===== src/rtl/exc_pkg.sv =====
package exc_pkg;
  localparam int CODE_W  = 4;
  localparam int SLOT_N  = 8;
  localparam int G2_N    = 4;
  localparam int SLOT_IW = $clog2(SLOT_N);

  typedef enum logic [CODE_W-1:0] {
    EXC_NONE    = 4'd0,
    EXC_RESET   = 4'd1,
    EXC_ADDR    = 4'd2,
    EXC_BUS     = 4'd3,
    EXC_TRACE   = 4'd4,
    EXC_IRQ     = 4'd5,
    EXC_ILLEGAL = 4'd6,
    EXC_PRIV    = 4'd7,
    EXC_TRAP    = 4'd8,
    EXC_TRAPV   = 4'd9,
    EXC_CHK     = 4'd10,
    EXC_DIV0    = 4'd11
  } exc_code_e;

  typedef enum logic [1:0] {ST_IDLE, ST_SEND, ST_WAIT} seq_st_e;

  // slot index is in emission order: lowest priority first
  function automatic exc_code_e slot_code(input logic [SLOT_IW-1:0] idx);
    case (idx)
      3'd0:    return EXC_TRAP;
      3'd1:    return EXC_TRAPV;
      3'd2:    return EXC_CHK;
      3'd3:    return EXC_DIV0;
      3'd4:    return EXC_PRIV;
      3'd5:    return EXC_ILLEGAL;
      3'd6:    return EXC_IRQ;
      default: return EXC_TRACE;
    endcase
  endfunction
endpackage


===== src/rtl/exc_pending.sv =====
module exc_pending #(
  parameter int N  = 8,
  parameter int G2 = 4
) (
  input  logic         clk_i,
  input  logic         rst_ni,
  input  logic [N-1:0] set_i,
  input  logic [N-1:0] clr_i,
  input  logic         kill_all_i,
  input  logic         kill_g2_i,
  output logic [N-1:0] pend_o
);
  logic [N-1:0] pend_d;

  always_comb begin
    pend_d = (pend_o & ~clr_i) | set_i;
    if (kill_g2_i)  pend_d[G2-1:0] = '0;
    if (kill_all_i) pend_d = '0;
  end

  always_ff @(posedge clk_i or negedge rst_ni) begin
    if (!rst_ni) pend_o <= '0;
    else         pend_o <= pend_d;
  end

  // no bit becomes pending without a request
  a_r5_no_spurious: assert property (@(posedge clk_i) disable iff (!rst_ni)
    (set_i == '0) |=> ((pend_o & ~$past(pend_o)) == '0));
endmodule


===== src/rtl/exc_pick.sv =====
module exc_pick #(
  parameter int N  = 8,
  localparam int IW = $clog2(N)
) (
  input  logic [N-1:0]  in_i,
  output logic [N-1:0]  onehot_o,
  output logic [IW-1:0] idx_o
);
  logic [N:0] below;

  assign below[0] = 1'b0;
  for (genvar g = 0; g < N; g++) begin : g_pfx
    assign below[g+1]  = below[g] | in_i[g];
    assign onehot_o[g] = in_i[g] & ~below[g];
  end

  always_comb begin
    idx_o = '0;
    for (int i = 0; i < N; i++)
      if (onehot_o[i]) idx_o = idx_o | IW'(i);
  end
endmodule


===== src/rtl/exc_g0_arb.sv =====
module exc_g0_arb
  import exc_pkg::*;
(
  input  logic      reset_i,
  input  logic      addr_i,
  input  logic      bus_i,
  output logic      any_o,
  output exc_code_e code_o
);
  assign any_o = reset_i | addr_i | bus_i;

  always_comb begin
    if (reset_i)     code_o = EXC_RESET;
    else if (addr_i) code_o = EXC_ADDR;
    else if (bus_i)  code_o = EXC_BUS;
    else             code_o = EXC_NONE;
  end
endmodule


===== src/rtl/exc_prio_seq.sv =====
module exc_prio_seq
  import exc_pkg::*;
(
  input  logic              clk_i,
  input  logic              rst_ni,
  input  logic              req_reset_i,
  input  logic              req_addr_err_i,
  input  logic              req_bus_err_i,
  input  logic              req_trace_i,
  input  logic              req_irq_i,
  input  logic              req_illegal_i,
  input  logic              req_priv_i,
  input  logic              req_trap_i,
  input  logic              req_trapv_i,
  input  logic              req_chk_i,
  input  logic              req_div0_i,
  input  logic              boundary_i,
  input  logic              ack_i,
  output logic              abort_o,
  output logic              hold_o,
  output logic              exc_valid_o,
  output logic [CODE_W-1:0] exc_code_o
);
  logic [SLOT_N-1:0]  req_vec, pend_q, snap_q, pick_oh, clr_vec;
  logic [SLOT_IW-1:0] pick_idx;
  logic               g0_any, abort_q, emit_batch;
  exc_code_e          g0_code, g0_q;
  seq_st_e            st_q;

  // slot order = emission order, lowest priority first
  assign req_vec = {req_trace_i, req_irq_i, req_illegal_i, req_priv_i,
                    req_div0_i, req_chk_i, req_trapv_i, req_trap_i};

  exc_g0_arb u_g0 (
    .reset_i (req_reset_i),
    .addr_i  (req_addr_err_i),
    .bus_i   (req_bus_err_i),
    .any_o   (g0_any),
    .code_o  (g0_code)
  );

  exc_pick #(.N(SLOT_N)) u_pick (
    .in_i     (snap_q),
    .onehot_o (pick_oh),
    .idx_o    (pick_idx)
  );

  assign emit_batch = (st_q == ST_SEND) && (g0_q == EXC_NONE);
  assign clr_vec    = emit_batch ? pick_oh : '0;

  exc_pending #(.N(SLOT_N), .G2(G2_N)) u_pend (
    .clk_i      (clk_i),
    .rst_ni     (rst_ni),
    .set_i      (req_vec),
    .clr_i      (clr_vec),
    .kill_all_i (req_reset_i),
    .kill_g2_i  (req_addr_err_i | req_bus_err_i),
    .pend_o     (pend_q)
  );

  always_ff @(posedge clk_i or negedge rst_ni) begin
    if (!rst_ni) begin
      st_q    <= ST_IDLE;
      snap_q  <= '0;
      g0_q    <= EXC_NONE;
      abort_q <= 1'b0;
    end else begin
      abort_q <= g0_any;
      if (g0_any) begin
        // abort path preempts any batch
        g0_q   <= g0_code;
        snap_q <= '0;
        st_q   <= ST_SEND;
      end else begin
        unique case (st_q)
          ST_IDLE: if (boundary_i && (pend_q != '0)) begin
            snap_q <= pend_q;
            st_q   <= ST_SEND;
          end
          ST_SEND: begin
            if (g0_q != EXC_NONE) g0_q <= EXC_NONE;
            else                  snap_q <= snap_q & ~pick_oh;
            st_q <= ST_WAIT;
          end
          ST_WAIT: if (ack_i) st_q <= (snap_q != '0) ? ST_SEND : ST_IDLE;
          default: st_q <= ST_IDLE;
        endcase
      end
    end
  end

  assign abort_o     = abort_q;
  assign exc_valid_o = (st_q == ST_SEND);
  assign exc_code_o  = !exc_valid_o         ? EXC_NONE :
                       (g0_q != EXC_NONE)   ? g0_q     : slot_code(pick_idx);
  assign hold_o      = (st_q != ST_IDLE) || (boundary_i && (pend_q != '0));

  a_r2_abort_next: assert property (@(posedge clk_i) disable iff (!rst_ni)
    (req_reset_i || req_addr_err_i || req_bus_err_i) |=> (abort_o && exc_valid_o));
  a_r2_reset_rank: assert property (@(posedge clk_i) disable iff (!rst_ni)
    req_reset_i |=> (exc_code_o == EXC_RESET));
  a_r2_addr_rank: assert property (@(posedge clk_i) disable iff (!rst_ni)
    (req_addr_err_i && !req_reset_i) |=> (exc_code_o == EXC_ADDR));
  a_r3_g2_cancel: assert property (@(posedge clk_i) disable iff (!rst_ni)
    (req_addr_err_i || req_bus_err_i) |=> (pend_q[G2_N-1:0] == '0));
  a_r4_reset_clear: assert property (@(posedge clk_i) disable iff (!rst_ni)
    req_reset_i |=> (pend_q == '0));
  a_r7_one_pulse: assert property (@(posedge clk_i) disable iff (!rst_ni)
    (exc_valid_o && !g0_any) |=> !exc_valid_o);
  a_r7_need_ack: assert property (@(posedge clk_i) disable iff (!rst_ni)
    (!exc_valid_o && !ack_i && !g0_any && !boundary_i) |=> !exc_valid_o);
  a_r9_hold_valid: assert property (@(posedge clk_i) disable iff (!rst_ni)
    exc_valid_o |-> hold_o);
endmodule


===== config.mk =====
export PLATFORM = sky130hd
export DESIGN_NAME = exc_prio_seq
export DESIGN_NICKNAME = d
export VERILOG_FILES = /design/src/rtl/exc_pkg.sv /design/src/rtl/exc_pending.sv /design/src/rtl/exc_pick.sv /design/src/rtl/exc_g0_arb.sv /design/src/rtl/exc_prio_seq.sv
export SDC_FILE = /design/constraint.sdc
export NUM_CORES = 1
export LEC_CHECK = 0
export ABC_AREA = 1
export BUFFER_PORTS_ARGS = -buffer_cell sky130_fd_sc_hd__buf_4
export CAP_MARGIN = 20
export CELL_PAD_IN_SITES_DETAIL_PLACEMENT = 0
export CELL_PAD_IN_SITES_GLOBAL_PLACEMENT = 1
export CORE_ASPECT_RATIO = 0.8
export CORE_UTILIZATION = 30
export DETAILED_ROUTE_END_ITERATION = 6
export GPL_TIMING_DRIVEN = 0
export HOLD_SLACK_MARGIN = 0.12
export PLACE_DENSITY_LB_ADDON = 0.1
export SLEW_MARGIN = 15
export SYNTH_ARGS = -nofsm -noshare
export SYNTH_HDL_FRONTEND = slang
export SYNTH_SLANG_ARGS = --single-unit

===== constraint.sdc =====
create_clock -name clk_i -period 2 [get_ports clk_i]
set_input_delay 0.2 -clock clk_i [delete_from_list [all_inputs] [get_ports clk_i]]
set_output_delay 0.2 -clock clk_i [all_outputs]
set_load 0.05 [all_outputs]

==> results of run 1 <==
-- per-layer routing --
| metal | vias to the layer above | GRT usage (%) | routed length (um) |
|---|---|---|---|
| met2 | 30 | 24.3 | 1390 |
| met5 | - | 0 | 0 |
| met4 | 0 | 5.77 | 40 |
| li1 | 597 | - | - |
| met3 | 4 | 4.08 | 158 |
| met1 | 523 | 21.9 | 1550 |
-- critical path, delay by kind of cell, from the launching register on --
family	cells	cell delay [ns]
and+or+nand+nor	6	0.65
DFF	1	0.45
buffers and inverters	1	0.20
AOI/OAI and AO/OA	1	0.12
-- cells in the final DEF (no fill, tap or decap) --
cell / Yosys / layout
inv_1: 28 / 28
nand3_4: 1 / 1
nor2_2: 2 / 3
clkinv_2: 0 / 1
inv_4: 1 / 1
nand3b_1: 1 / 1
clkbuf_8: 0 / 3
dlygate4sd3_1: 0 / 3
inv_2: 1 / 1
a21oi_1: 14 / 14
o221ai_1: 1 / 1
o21a_1: 1 / 1
a21oi_2: 1 / 1
buf_4: 2 / 25
nor2_4: 2 / 2
dfrtp_1: 21 / 19
o21ai_0: 8 / 8
dfrtp_2: 0 / 2
nor2_1: 19 / 18
o31ai_1: 2 / 2
nand2_2: 1 / 1
a41oi_1: 2 / 2
nand4_1: 6 / 6
nand2_1: 43 / 43
nand3_1: 10 / 10
nand2_4: 1 / 1
-- power groups by stage --
stage / logic (W) / clock network (W) / registers (W)
global placement: 0.000163 / 0 / 0.000455
detailed placement: 0.000163 / 0 / 0.000455
finish: 0.000166 / 0.000289 / 0.000447
global route: 0.000181 / 0.000316 / 0.000449
CTS: 0.000169 / 0.000302 / 0.000447
floorplan: 0.0000954 / 0 / 0.000456
-- stage by stage --
stage / setup slack [ns] / instances / util (%)
finish: 0.101 / 253 / 40.1
global route: -0.00876 / 253 / 40.1
CTS: 0.0311 / 251 / 39.5
detailed placement: 0.335 / 244 / 37.6
global placement: 0.334 / 244 / 37.6
floorplan: 0.146 / 168 / -
-- path summary, 6_finish.rpt --
path,from,end,slack [ns],depth (start not counted)
min in group asynchronous,rst_ni,snap_q[5],0.35,2
min reg2reg,snap_q[7],snap_q[7],0.52,2
max in group asynchronous,rst_ni,snap_q[1],1.41,2
min,req_priv_i,u_pend.pend_o[4],0.14,2
max reg2reg,u_pend.pend_o[0],snap_q[0],0.57,8
max,snap_q[0],exc_code_o[0],0.10,8
-- registers in the layout (all words and copies together), names as in the netlist --
register and count:
g0_q 2, snap_q 8, st_q 2, abort_o 1, u_pend.pend_o 8
-- cell families (layout without fill, tap and decap cells) --
group / Yosys count / in the layout / synth area share [%]
simple gates: 86 / 86 / 32.6
buf+inv: 32 / 62 / 10.7
compound gates: 29 / 29 / 13.7
flops: 21 / 21 / 43.0
-- repair_timing --
action | in CTS | in global routing
hold buffers | 3 | 0
endpoints found under the hold margin | 26 | 0
buffers inserted | 0 | 2
gates resized for setup | 0 | 3
setup endpoints to repair | 0 | 1
-- final cells by class --
class	instances	area, um^2
fill	424	2310
multi-input combinational	115	568
sequential	21	528
timing repair buffer	26	203
inverter	30	115
tap	55	68.8
clock buffer	3	41.3
buffer	2	15.0
clock inverter	1	5.00
==> impl_metrics.toml, run 1 <==
[status]
status = "finished, final reports clean"

[sta]
slew_headroom_pct = 80.0
hold_viol = 0
finClkSkew_ns = 0.00609
whs_ns = 0.138
setup_viol = 0
slew_viol_final = 0
fin_setup_tns_ns = 0
period_needed_ns = 1.90
worst_pin_slew_ns = 0.299
period_share_pct = 94.9
timing.fmax_mhz = 527

[floorplanning]
die_h_um = 59.1
core_mm2 = 0.00385
die-area_mm2 = 0.00433
die_width_um = 73.3
start_util_pct = 31.7
ios = 22
num_rows = 20

[power_and_ir_drop]
swShare_pct = 29.4
vdd_ir_drop_max_v = 0.000231
power_w = 0.000902
seqPwrFrac_pct = 49.5
internal_power_w = 0.000637
p_per_area_mw_per_mm2 = 584
p_clk_share_pct = 32.1
comb_power_share_pct = 18.4
p_sw_w = 0.000266
p_leak_nw = 0.781

[placed_design]
port_buffers = 21
placed_area_mm2 = 0.00145
hpwl_um = 2400
gp_congestion = 0.793

[global_route]
grt_pass1_wl_um = 5040
grt_max_degree = 22
antenna_found_initial = 0
grt_pass1_vias = 1057
track_usage_pct = 16.0
grt-ovfl-total = 0

[clock_network]
clkTransAtPathRegs_ns = 0.08
cts_buffer_depth = 2
cts_sinks = 21
clk_latency_ns = 0.27
numCtsBuffers = 3
cts_max_level = 1
tritoncts = "yes"
clock-root-buffer = "clkbuf_8"

[worst_setup_path]
max_stage_delay_ns = 0.45
critPathMaxFanout = 5
critPathArrivalTime_ns = 1.70
slowest_stage = "dfrtp_2"
worstSetupStartpointType = "flop"
crit_type = "flop to output pin"
crit_required_ns = 1.80
worstPathCellList = "nor2_4 > nand2_1 > nor2_1 > nor2_1 > nand3_1 > nand2_1 > a21oi_2 > buf_4"
cp-end-kind = "output pin"

[drt]
wl_per_cell_um = 12.4
drt_iter0_markers = 35
via_per_inst = 4.56
vias = 1154
route.detailed.drc = 0
firstDrtPassIters = 4
drt_wl_total_um = 3140
ant_nets = 0

[run]
drv_cap = 0

[synthesis]
syn_nets = 183
syn_inst = 168
ys_ff_latch = 21
yosys.area.top_type_share_pct = 43.0
netlist-cell-type-count = 22
ys.flop_type = "dfrtp_1"
post_synth.cell_area_avg_um2 = 7.27
synthTopCellsByArea = "dfrtp_1 43%, nand2_1 13%, inv_1 8.6%"
synth_edf_count = 0
syn_area_mm2 = 0.00122
yosysSeqAreaShare_pct = 43.0
ys.warnings.count = 0
synth.largest_area_cell = "dfrtp_1"
synth_commonest_cells = "43 x nand2_1, 28 x inv_1, 21 x dfrtp_1, 19 x nor2_1, 14 x a21oi_1"
yosysMostFrequentCell = "nand2_1"
synth-async-reset-ratio_pct = 100

[cells_and_area]
nets = 214
finalInstanceArea_mm2 = 0.00154
syn_to_final_growth_pct = 26.4
n_antenna_cell = 0
final_layout_size_suffix_gt1_share_pct = 21.2

[hold_path]
min_path_type = "input port to flop"
(Power assumes the default switching activity.)
==> run 2: changes to the inputs <==
Clock period 2 ns to 2.4 ns, I/O delays scaled along.
==> run 2 against run 1 <==
Compared with the run above: sequential power shrank 17%; global-route usage unchanged; sequential share of layout area up 0.74 points; die area unchanged; hold slack better by 0.0095 ns; critical path type unchanged; critical endpoint unchanged; largest power group unchanged; highest routed layer unchanged.
==> impl_metrics.toml, run 2 (synthesis results as in run 1) <==
[status]
status = "finished, final reports clean"

[cells_and_area]
n_antenna_cell = 0
nets = 210
syn_to_final_growth_pct = 23.2
layout_common_cells = "43 x nand2_1, 28 x inv_1, 23 x buf_4, 21 x dfrtp_1, 19 x nor2_1"
largest_registers = "snap_q: 8 flops, u_pend.pend_o: 8 flops"
fillerInstances = 425
final_layout_size_suffix_gt1_share_pct = 19.1
final_common_cell = "nand2_1"

[sta]
worst_pin_slew_ns = 0.301
fin_setup_tns_ns = 0
slew_headroom_pct = 79.9
timing.fmax_mhz = 502
hold_viol = 0
period_needed_ns = 1.99
finClkSkew_ns = 0.00470
rsz0062_at_grt = "false"
period_share_pct = 83.1
setup_viol = 0
slew_viol_final = 0

[clock_network]
cts_resized = 0
cts_sinks = 21
clk_latency_ns = 0.27
clkTransAtPathRegs_ns = 0.08
cts_max_level = 1
cts_buffer_depth = 2
numCtsBuffers = 3
clock-root-buffer = "clkbuf_8"
tritoncts = "yes"

[drt]
wl_per_cell_um = 12.5
drt_iter0_markers = 33
drt_wl_total_um = 3120
via_per_inst = 4.56
vias = 1135
route.detailed.drc = 0
firstDrtPassIters = 5
ant_nets = 0

[global_route]
grt-ovfl-total = 0
grt_pass1_wl_um = 5040
track_usage_pct = 16.0
grt_pass1_vias = 1057
grt_max_degree = 22
antenna_found_initial = 0

[floorplanning]
die-area_mm2 = 0.00433
start_util_pct = 31.7
die_h_um = 59.1
core_mm2 = 0.00385
num_rows = 20
die_width_um = 73.3
ios = 22

[power_and_ir_drop]
power_w = 0.000748
p_per_area_mw_per_mm2 = 497
p_leak_nw = 0.767
vdd_ir_drop_max_v = 0.000186

[worst_setup_path]
cp-end-kind = "output pin"
crit_required_ns = 2.16
critPathMaxFanout = 5
worstSetupStartpointType = "flop"
crit_type = "flop to output pin"
critPathArrivalTime_ns = 1.75

[placed_design]
port_buffers = 21
hpwl_um = 2400
gp_congestion = 0.793

[run]
drv_cap = 0

[hold_path]
min_path_type = "input port to flop"
==> run 2: cell types whose count changed in the layout (fill, tap and decap cells not counted), sizes merged <==
cell | previous run | this run
dlygate4sd3 | 3 | 1
buf | 25 | 23
==> run 2: metal layers <==
metal  global-route usage [%]  share of wire [%]
met2                     24.3                 44
met3                     4.08                5.0
met5                        0                  0
met4                     5.77                1.0
met1                     21.9                 50
==> run 2: worst paths after layout <==
kind | to | slack (ns) | from | cells after the start
worst max-delay path | exc_code_o[0] | 0.41 | snap_q[2] | 8
worst min-delay path | u_pend.pend_o[7] | 0.15 | req_reset_i | 2
worst max register to register | snap_q[0] | 0.97 | u_pend.pend_o[0] | 8
worst min register to register | snap_q[7] | 0.52 | snap_q[7] | 2
max in group asynchronous | snap_q[6] | 1.78 | rst_ni | 2
min in group asynchronous | snap_q[5] | 0.40 | rst_ni | 2
==> run 2: where the power goes <==
group / leakage, nW / internal, W / switching, W
logic: 0.469 / 0.0000475 / 0.0000881
registers: 0.272 / 0.000365 / 0.00000779
clock network: 0.0255 / 0.000116 / 0.000124
total: 0.767 / 0.000528 / 0.000220
==> run 2: worst max-delay path, cell delays in order, from the launching register on <==
cell and delay [ns]:
dfrtp_1 0.42, nor2_1 0.22, nand2_2 0.15, nor2_2 0.09, nand3_1 0.11, nand3_1 0.11, nand2_1 0.07, a21oi_2 0.12
buf_4 0.20
==> run 2: timing repair <==
| item | in CTS | in global routing |
|---|---|---|
| hold buffers | 1 | 0 |
| endpoints found under the hold margin | 21 | 0 |
| setup endpoints to repair | 0 | 0 |
| setup buffers | 0 | 0 |
==> run 2: layout make-up <==
type	count	area [um^2]	area share (%)
plain buffers	2	15.0	0.998
multi-input cells	115	566	37.6
repair buffers	22	168	11.1
clock buffers	3	41.3	2.75
flip-flops and latches	21	526	34.9
inverters	30	115	7.65
well taps	55	68.8	4.58
clock inverters	1	5.00	0.333
==> run 2: metrics by stage <==
stage / cells / instance area, um^2 / hold slack, ns / worst slack, ns / utilization [%]
5_1_grt: 249 / 1500 / 0.140 / 0.297 / 39.0
4_1_cts: 249 / 1500 / 0.142 / 0.391 / 39.0
6_report: 249 / 1500 / 0.148 / 0.407 / 39.0
3_5_place_dp: 244 / 1450 / 0.150 / 0.695 / 37.6
2_1_floorplan: 168 / 1220 / -0.0556 / 0.506 / -
3_3_place_gp: 244 / 1450 / 0.151 / 0.694 / 37.6
==> run 3: changes to the inputs <==
Clock period 2.4 ns to 1.9 ns, I/O delays scaled along.
==> run 3 against run 2 <==
Compared with the run above: clock power rose by 29%; die area did not move; final cell count rose by 4.8%; sequential share of layout area fell by 3.0 points; final area rose by 10%; utilization rose by 4.0 points; setup slack got worse by 0.33 ns; total power rose by 28%; critical path depth fell by 2.
==> impl_metrics.toml, run 3 (synthesis results as in run 1) <==
[sta]
slew_headroom_pct = 76.5
hold_viol = 0
fin_setup_tns_ns = 0
worst_pin_slew_ns = 0.351
finClkSkew_ns = 0.00464
slew_viol_final = 0
setup_viol = 0
timing.fmax_mhz = 548
period_needed_ns = 1.83
period_share_pct = 96.1

[cells_and_area]
final_common_cell = "nand2_1"
layout_common_cells = "41 x nand2_1, 31 x buf_4, 28 x inv_1, 18 x dfrtp_1, 17 x nor2_1"
final_layout_size_suffix_gt1_share_pct = 27.7
largest_registers = "snap_q: 8 flops, u_pend.pend_o: 8 flops"
nets = 222
final_util_pct = 43.0
syn_to_final_growth_pct = 35.8
n_antenna_cell = 0
fin_cells = 261

[floorplanning]
die_width_um = 73.3
die_h_um = 59.1
ios = 22
start_util_pct = 31.7
core_mm2 = 0.00385
die-area_mm2 = 0.00433
num_rows = 20

[drt]
ant_nets = 0
vias = 1201
drt_iter0_markers = 29
firstDrtPassIters = 4
via_per_inst = 4.60
route.detailed.drc = 0
drt_wl_total_um = 3320
wl_per_cell_um = 12.7

[placed_design]
hpwl_um = 2400
port_buffers = 21
dp.cells = 244
gp_congestion = 0.793

[clock_network]
cts_max_level = 1
numCtsBuffers = 3
cts_buffer_depth = 2
clock-root-buffer = "clkbuf_8"
clkTransAtPathRegs_ns = 0.08
cts_sinks = 21
clk_latency_ns = 0.27
tritoncts = "yes"

[status]
status = "finished, final reports clean"

[worst_setup_path]
crit_type = "flop to output pin"
cp-end-kind = "output pin"
worst_r2r_path_depth = 6
critPathMaxFanout = 5
r2r_slack_ns = 0.43
cp-startpoint = "snap_q[1]"
critPathArrivalTime_ns = 1.64
worstSetupStartpointType = "flop"
crit_required_ns = 1.71
worstReg2RegEnd = "u_pend.pend_o[5]"
rr_startpoint = "snap_q[1]"

[global_route]
use_met1_pct = 21.9
grt_max_degree = 22
grt-ovfl-total = 0
grt_util_met2_pct = 24.5
track_usage_pct = 16.1
use_met3_pct = 4.42
antenna_found_initial = 0
grt_pass1_wl_um = 5070
grt_most_used_layer = "met2"
grt_pass1_vias = 1058

[hold_path]
min_path_type = "input port to flop"
min_from = "req_priv_i"
worstHoldPathCells = 2
min_to = "u_pend.pend_o[4]"

[power_and_ir_drop]
p_leak_nw = 0.837
p_per_area_mw_per_mm2 = 578
vdd_ir_drop_max_v = 0.000244

[run]
drv_cap = 0
[run 3: cell count changes in the layout (fill, tap and decap cells not counted), moves of 2 or more]
cell	previous run	this run
buf_4	23	31
buf_6	0	2
dfrtp_1	21	18
dfrtp_2	0	3
dlygate4sd3_1	1	3
nand2_1	43	41
nand3_1	10	8
nand3_2	0	2
nor2_1	19	17
nor2_4	2	5
[run 3: power by group]
group	internal (W)	total (W)	switching (W)
clock	0.000147	0.000310	0.000163
sequential	0.000461	0.000471	0.00000997
combinational	0.0000653	0.000178	0.000113
total	0.000673	0.000959	0.000286
[run 3: worst max-delay path by stage]
stage | to | slack [ns] | depth (start not counted)
floorplan | exc_code_o[3] | 0.06 | 3
CTS | exc_code_o[0] | 0.02 | 8
global route | exc_code_o[0] | -0.02 | 8
finish | exc_code_o[1] | 0.07 | 6
global placement | exc_code_o[0] | 0.24 | 8
detailed placement | exc_code_o[0] | 0.24 | 8
[run 3: cell type report]
cell class / count / area (um^2)
fill: 426 / 2200
inverter: 30 / 115
clock inverter: 1 / 5.00
clock buffer: 3 / 41.3
sequential: 21 / 529
tap: 55 / 68.8
multi-input combinational: 115 / 613
buffer: 2 / 15.0
timing repair buffer: 34 / 270
[run 3: critical path, stage by stage, from the launching register on]
cell and delay (ns):
dfrtp_2 0.43, nor2_4 0.19, inv_1 0.10, a41oi_2 0.20, nand2_1 0.08, a21oi_1 0.14, buf_4 0.22
[run 3: what timing repair did]
item                                    CTS  global route
hold buffers                              3             0
pin swaps                                 1             6
gates cloned                              0             0
buffers inserted                          1             9
endpoints found under the setup margin    1             2
hold endpoints to repair                 26             0
resized for setup                         4            12
[run 3: per-stage QoR]
step	hold slack (ns)	setup WS [ns]	cell area, um^2	total power [W]
after floorplan	-0.106	0.0562	1220	0.000581
after global placement	0.101	0.244	1450	0.000651
after detailed placement	0.100	0.245	1450	0.000651
after CTS	0.124	0.0168	1550	0.000968
after global routing	0.136	-0.0202	1660	0.00100
final	0.126	0.0741	1660	0.000959
[run 3: layer usage]
metal	vias to the layer above	share of wire, %
li1	611	-
met1	563	48
met2	23	46
met3	4	5.0
met4	0	1.3
met5	-	0
